File: src/rtl/prbs_bist.sv
module prbs_bist #(
  parameter int CNT_W     = 8,
  parameter int PKT_BYTES = 64,
  parameter int GAP_BYTES = 12,
  parameter int LOCK_BITS = 32,
  parameter int WIN_BITS  = 64,
  parameter int LOSS_ERRS = 8,
  parameter logic [7:0] FILL_BYTE = 8'hA5
) (
  input  logic             clk,
  input  logic             rst_n,
  input  logic             gen_en,
  input  logic             prbs_pkt,
  input  logic             cnt_wrap,
  input  logic             rx_bit,
  input  logic             rx_valid,
  input  logic             stat_rd,
  output logic             tx_bit,
  output logic             tx_valid,
  output logic             gen_active,
  output logic             lock,
  output logic             sync_loss,
  output logic [CNT_W-1:0] err_cnt,
  output logic             err_wrap
);
  localparam int PAY_BITS = PKT_BYTES * 8;
  localparam int GAP_BITS = GAP_BYTES * 8;
  localparam int BW = $clog2(PAY_BITS + GAP_BITS);
  localparam int SW = $clog2(LOCK_BITS + 15);
  localparam int WW = $clog2(WIN_BITS) + 1;
  localparam int EW = $clog2(LOSS_ERRS) + 1;

  typedef enum logic [1:0] {G_IDLE, G_PAY, G_GAP, G_DONE} gen_st_t;
  typedef enum logic [1:0] {C_SEED, C_HUNT, C_LOCK} chk_st_t;

  gen_st_t gst;
  logic [14:0] glfsr;
  logic [BW-1:0] gcnt;
  logic gmode;
  logic gfb;

  assign gfb        = glfsr[14] ^ glfsr[13];
  assign tx_valid   = (gst == G_PAY);
  assign tx_bit     = tx_valid & (gmode ? gfb : FILL_BYTE[gcnt[2:0]]);
  assign gen_active = (gst == G_PAY) || (gst == G_GAP);

  always_ff @(posedge clk) begin
    if (!rst_n) begin
      gst   <= G_IDLE;
      gcnt  <= '0;
      glfsr <= '1;
      gmode <= 1'b0;
    end else if (!gen_en) begin
      gst  <= G_IDLE;
      gcnt <= '0;
    end else begin
      case (gst)
        G_IDLE: begin
          gst   <= G_PAY;
          gmode <= prbs_pkt;
          gcnt  <= '0;
        end
        G_PAY: begin
          if (gmode) glfsr <= {glfsr[13:0], gfb};
          if (gcnt == BW'(PAY_BITS - 1)) begin
            gcnt <= '0;
            gst  <= gmode ? G_GAP : G_DONE;
          end else gcnt <= gcnt + 1'b1;
        end
        G_GAP: begin
          if (gcnt == BW'(GAP_BITS - 1)) begin
            gcnt <= '0;
            gst  <= G_PAY;
          end else gcnt <= gcnt + 1'b1;
        end
        default: gst <= G_DONE;
      endcase
    end
  end

  chk_st_t cst;
  logic [14:0] csh;
  logic [SW-1:0] ccnt;
  logic wopen;
  logic [WW-1:0] wcnt;
  logic [EW-1:0] werr;
  logic pred, miss, hit;

  assign pred = csh[14] ^ csh[13];
  assign miss = rx_bit ^ pred;
  assign lock = (cst == C_LOCK);
  assign hit  = prbs_pkt & rx_valid & lock & miss;

  always_ff @(posedge clk) begin
    if (!rst_n) begin
      cst       <= C_SEED;
      csh       <= '0;
      ccnt      <= '0;
      wopen     <= 1'b0;
      wcnt      <= '0;
      werr      <= '0;
      sync_loss <= 1'b0;
    end else begin
      if (stat_rd) sync_loss <= 1'b0;
      if (!prbs_pkt) begin
        cst   <= C_SEED;
        ccnt  <= '0;
        wopen <= 1'b0;
        wcnt  <= '0;
        werr  <= '0;
      end else if (rx_valid) begin
        case (cst)
          C_SEED: begin
            csh <= {csh[13:0], rx_bit};
            if (ccnt == SW'(14)) begin
              cst  <= C_HUNT;
              ccnt <= '0;
            end else ccnt <= ccnt + 1'b1;
          end
          C_HUNT: begin
            csh <= {csh[13:0], pred};
            if (miss) begin
              cst  <= C_SEED;
              ccnt <= '0;
            end else if (ccnt == SW'(LOCK_BITS - 1)) begin
              cst  <= C_LOCK;
              ccnt <= '0;
            end else ccnt <= ccnt + 1'b1;
          end
          default: begin
            csh <= {csh[13:0], pred};
            if (wopen) begin
              if (miss && werr == EW'(LOSS_ERRS - 1)) begin
                cst       <= C_SEED;
                sync_loss <= 1'b1;
                wopen     <= 1'b0;
                wcnt      <= '0;
                werr      <= '0;
              end else if (wcnt == WW'(WIN_BITS - 1)) begin
                wopen <= miss;
                wcnt  <= WW'(miss);
                werr  <= EW'(miss);
              end else begin
                wcnt <= wcnt + 1'b1;
                werr <= werr + EW'(miss);
              end
            end else if (miss) begin
              wopen <= 1'b1;
              wcnt  <= WW'(1);
              werr  <= EW'(1);
            end
          end
        endcase
      end
    end
  end

  always_ff @(posedge clk) begin
    if (!rst_n) begin
      err_cnt  <= '0;
      err_wrap <= 1'b0;
    end else begin
      err_wrap <= 1'b0;
      if (hit) begin
        if (err_cnt == '1) begin
          if (cnt_wrap) begin
            err_cnt  <= '0;
            err_wrap <= 1'b1;
          end
        end else err_cnt <= err_cnt + 1'b1;
      end
    end
  end
endmodule

File: config.mk
export PLATFORM = sky130hd
export DESIGN_NAME = prbs_bist
export DESIGN_NICKNAME = d
export VERILOG_FILES = /design/src/rtl/prbs_bist.sv
export SDC_FILE = /design/constraint.sdc
export NUM_CORES = 1
export LEC_CHECK = 0
export ABC_AREA = 1
export ABC_CLOCK_PERIOD_IN_PS = 3400
export BUFFER_PORTS_ARGS = -buffer_cell sky130_fd_sc_hd__buf_4
export CORE_MARGIN = 5
export CORE_UTILIZATION = 50
export CTS_CLUSTER_DIAMETER = 60
export CTS_CLUSTER_SIZE = 24
export DETAILED_ROUTE_END_ITERATION = 16
export GPL_TIMING_DRIVEN = 0
export HOLD_SLACK_MARGIN = 0.05
export PLACE_DENSITY = 0.77
export SYNTH_ARGS = -nofsm -noshare
export SYNTH_HDL_FRONTEND = slang
export SYNTH_SLANG_ARGS = --single-unit
File: constraint.sdc
create_clock -name clk -period 3.4 [get_ports clk]
set_input_delay 0.17 -clock clk [delete_from_list [all_inputs] [get_ports clk]]
set_output_delay 0.17 -clock clk [all_outputs]
set_load 0.005 [all_outputs]
# ---- After elaboration in Yosys (flattened, before gate mapping)
# Memory sizes are Yosys's and may differ from the RTL's. A register that Yosys moved wholly into a read port is not among the register bits.
# Cells that the tools add are included.
dict set report word_totals {
  output_inout_bits 14
  input_bits 8
  wordCells 109
  mem_bits_ro 8
  memories 1
  regBits 73
}
# memory depth width rd rd_clocked_by_memory_dff wr line
set mem_list {}
lappend mem_list {{(name not given)} 8 1 1 1 0 44} ;# assign tx_bit = tx_valid & (gmode ? gfb : FILL_BYTE[gcnt[2:0]]);
dict set report classes {
  mux 43
  reduce_logical 22
  n_bitwise 8
  eq_ne 16
  addsub 5
  n_lt_le_gt_ge 1
}
# operator n
set op_table {}
lappend op_table {{10-bit one-hot mux with 3 select lines} 1}
lappend op_table {{7-bit 2-to-1 mux} 4}
lappend op_table {{10-bit 2-to-1 mux} 2}
lappend op_table {{6-bit 2-to-1 mux} 3}
lappend op_table {{4-bit 2-to-1 mux} 4}
lappend op_table {{8-bit 2-to-1 mux} 2}
lappend op_table {{2-bit AND reduction} 8}
lappend op_table {{1-bit 2-to-1 mux} 15}
lappend op_table {{2-bit 2-to-1 mux} 7}
lappend op_table {{6-bit one-hot mux with 2 select lines} 1}
lappend op_table {{10-bit by 1-bit adder with 10-bit output, second input constant} 1}
lappend op_table {{10-bit by 7-bit equality test with 1-bit output, second input constant} 1}
lappend op_table {{10-bit by 9-bit equality test with 1-bit output, second input constant} 1}
lappend op_table {{3-bit AND reduction} 3}
lappend op_table {{3-bit nonzero test} 3}
lappend op_table {{8-bit by 1-bit adder with 8-bit output, second input constant} 1}
lappend op_table {{8-bit equality test, second input constant} 1}
lappend op_table {{7-bit by 1-bit adder with 7-bit output, second input constant} 1}
lappend op_table {{7-bit by 6-bit equality test with 1-bit output, second input constant} 1}
lappend op_table {{6-bit by 1-bit adder with 6-bit output, second input constant} 1}
lappend op_table {{6-bit by 4-bit equality test with 1-bit output, second input constant} 1}
lappend op_table {{6-bit by 5-bit equality test with 1-bit output, second input constant} 1}
lappend op_table {{3-bit 2-to-1 mux} 2}
lappend op_table {{2-bit one-hot mux with 3 select lines} 1}
lappend op_table {{other kinds (18)} 29}

# ---- Logic depth before layout (Yosys ltp)
dict set report logic_depth {
  depth_word 8
  ltp_mapped 12
  ltp_nobuf 12
}

# ---- Worst setup path after synthesis
# Ideal clock, no wire load.
dict set report synth_path {
  path_type {register to register}
  from {register gst[0]}
  to {register (tool-made name)}
  slack_ps 1928
  path_buffers 0
  required_ps 3288
  setup_time_ps 112
  path_stages_with_launch 10
  t_arrival_ps 1360
  synth_period_minus_slack_ps 1472
  path_cell_list {dfxtp_1 inv_1 ha_1 nand2_1 inv_1 o211ai_1 a21oi_1 inv_1 nand2_1 nand2_1}
}
# element line
set synth_rtl {}
lappend synth_rtl {{start, declared} 36} ;# gen_st_t gst;
lappend synth_rtl {{start signal, assigned} 67} ;# gst <= gmode ? G_GAP : G_DONE;

# ---- Worst setup path in the final report
dict set report layout_path {
  from {register gst[1]}
  to {output tx_bit}
}
dict set report layout_between {
  elab_chain_len 2
}
# element line
set layout_lines {}
lappend layout_lines {{2-bit by 1-bit equality test with 1-bit output} 43} ;# assign tx_valid = (gst == G_PAY);
lappend layout_lines {{1-bit bitwise AND} 44}
lappend layout_lines {{end, declared} 18} ;# output logic tx_bit,
# No other way between the ends.

==> metrics <==
top_reg_cell synth dfxtp_1; minimum clock period roughly 1.8 ns; pin slew with the least headroom to its limit around 0.44 ns; die area roughly 9000 um2; worst skew pair latency between 0.3 and 0.4 ns; Setup Buffers After CTS 0; core area 6869 um2; I/O pin count 22; crit-path max FO 6; WP data required 3.23 ns; CTS clk-pin slew, worst paths 0.09 ns; nature of the critical path startpoint flop; clock tree buffer depth 2; largest net degree at the start of global routing 16; Synth warnings 0; number of synthesized flops with an enable pin 0; Antenna diodes 0; cell area power density 410.4 nW/um2; Slew Viols, Final 0; Routed Wire Length around 7000 um; slew margin rel. a little over two thirds; Die Span Y roughly 95 um; Tcrit/Tclk final between 50 and 60%; P_leak between 1.5 and 2 nW; CTS tree built; slowest stage delay, CP roughly 0.34 ns; # hold bufs at CTS 0; RD Place Congestion around 0.9; FF/Latch Area about 1500 um2; final setup vio count 0; Worst setup EP type output port; Die X-Extent around 95 um; asr flop ratio synth 0%; Crit Path Class flop to output port; cell taking the most area after synthesis dfxtp_1; Avg WL per Cell 10.98 um; synth top area cells dfxtp_1 (41%), nand2_1 (15%), nor2_1 (7.7%), nand3_1 (6.2%), inv_1 (5.6%); area fraction of the dominant cell type after synthesis approximately 41%; Nets between 500 and 600; Post-CTS Resized 0; GRT Overall Usage between 10% and 20%; Final Instance Area 4033 um2; grt total ovfl 0; placed cell areas between 3000 and 4000 um2; antenna violations before repair 0; number of fillers in the final layout 660; critical-path cell list inv_1, ha_1, inv_1, o31ai_1, buf_4; row cnt 30; mean number of vias per cell ~5; vias in the first global route around 2900; worst hold path type primary input to flop; count leader, synth nand2_1; register area share after synthesis around two fifths; unrepaired setup endpoints after global routing no; Synth Register Bits 74; Port Buffer Count 20; DR iter-0 viols around 120; Synth Instances around 520; Most common cell on crit path inv_1; clk_skew roughly 0.013 ns; TritonRoute pass-1 iters 4; Initial Util between 50% and 60%; layout cells sized above 1 roughly a tenth; CP max-delay cell dfxtp_1; outcome finished clean; TritonCTS buffer count 9; commonest cells in the netlist nand2_1 (145), dfxtp_1 (74), nor2_1 (73); Post-DRT Antenna Nets 0; DP HPWL around 5200 um; Clock Sink Count 74; maximum VDD drop just under 0.0003 V; setup TNS 0 ns; first-pass GRT wire length 12590 um; max_cap viols 0; root buffer cell clkbuf_8; syn_nets approximately 540; drt drc 0; CP arrival between 1.5 and 2 ns; routed via count approximately 3200; area grow syn2layout 12.65%; Max Fclk between 500 and 600 MHz; synthesized area per cell 6.937 um2; footprint of the multi-input gates 1822 um2; Synth Cell Area around 3600 um2; H-tree depth 3; Synth cell types 36; Hold Fails Final Rpt 0
worst paths after layout:
check / end / depth (start not counted) / startpoint / slack [ns]
max: tx_bit / 5 / gst[1] / 1.56
min: sync_loss / 4 / stat_rd / 0.08
max reg2reg: flop / 9 / gst[0] / 1.65
min reg2reg: wcnt[6] / 2 / wcnt[6] / 0.44
worst max-delay path, delay by kind of cell, from the launching register on:
kind | cells | cell delay, ns
buffers and inverters | 3 | 0.38
AOI/OAI and AO/OA | 1 | 0.30
DFF | 1 | 0.34
adders and majority gates | 1 | 0.30
state kept, by name (all words and copies together) (netlist names), named ones only:
signal	flops
err_wrap	1
err_cnt	8
gcnt	10
cst	2
ccnt	6
glfsr	15
gmode	1
gst	2
csh	15
wcnt	7
wopen	1
werr	4
sync_loss	1
layer usage:
layer / GRT usage (%) / wire, um
met1: 21.34 / 3287
met2: 28.60 / 3466
met3: 5.578 / 257
met4: 5.409 / 105
met5: 0 / 0
area by class of cell:
cell class                 instances  area share, %
sequential                        74          36.74
multi-input combinational        373          45.18
buffer                            10          1.241
timing repair buffer              20          3.723
clock buffer                       9          3.072
clock inverter                     7          1.458
tap                               96          2.979
inverter                          59          5.616
cell families after synthesis:
logic type	Yosys count	share of synthesized area [%]
simple gates	286	34.71
flops	74	41.38
buf+inv	69	7.724
compound gates	64	9.332
xor+xnor	11	2.692
fa+ha+maj	11	3.845
mux	1	0.3146
where the power goes:
group / switching (mW) / internal [mW] / total [mW]
sequential: 0.0108 / 0.885 / 0.896
clock: 0.365 / 0.276 / 0.641
combinational: 0.0783 / 0.0404 / 0.119
total: 0.454 / 1.20 / 1.66
per-stage QoR:
step	power, mW	instances	setup WS [ns]	hold slack (ns)	utilization, %
final	1.655	648	1.563	0.07820	58.71
after global routing	1.731	648	1.465	0.07839	58.71
after CTS	1.677	648	1.582	0.06730	58.71
after detailed placement	1.034	632	1.676	0.4288	56.05
after global placement	1.032	632	1.728	0.4312	56.05
after floorplan	0.9976	516	1.928	0.3082	-
layout by cell type (no fill, tap or decap), drive strengths merged, types with 2 or more instances in the layout:
cell type | netlist | layout
buf | 2 | 22
nor3 | 5 | 5
xor2 | 8 | 8
o211ai | 2 | 2
clkbuf | 8 | 17
nand3 | 46 | 46
nand2 | 151 | 151
xnor2 | 3 | 3
inv | 58 | 62
nand3b | 3 | 3
nor2 | 74 | 74
dfxtp | 74 | 74
clkinv | 1 | 2
o21ai | 27 | 27
a21oi | 32 | 32
nand4 | 3 | 3
ha | 11 | 11
clkinvlp | 0 | 2
nor4 | 2 | 2
a31oi | 2 | 2
Power figures use the tool's default switching activity.
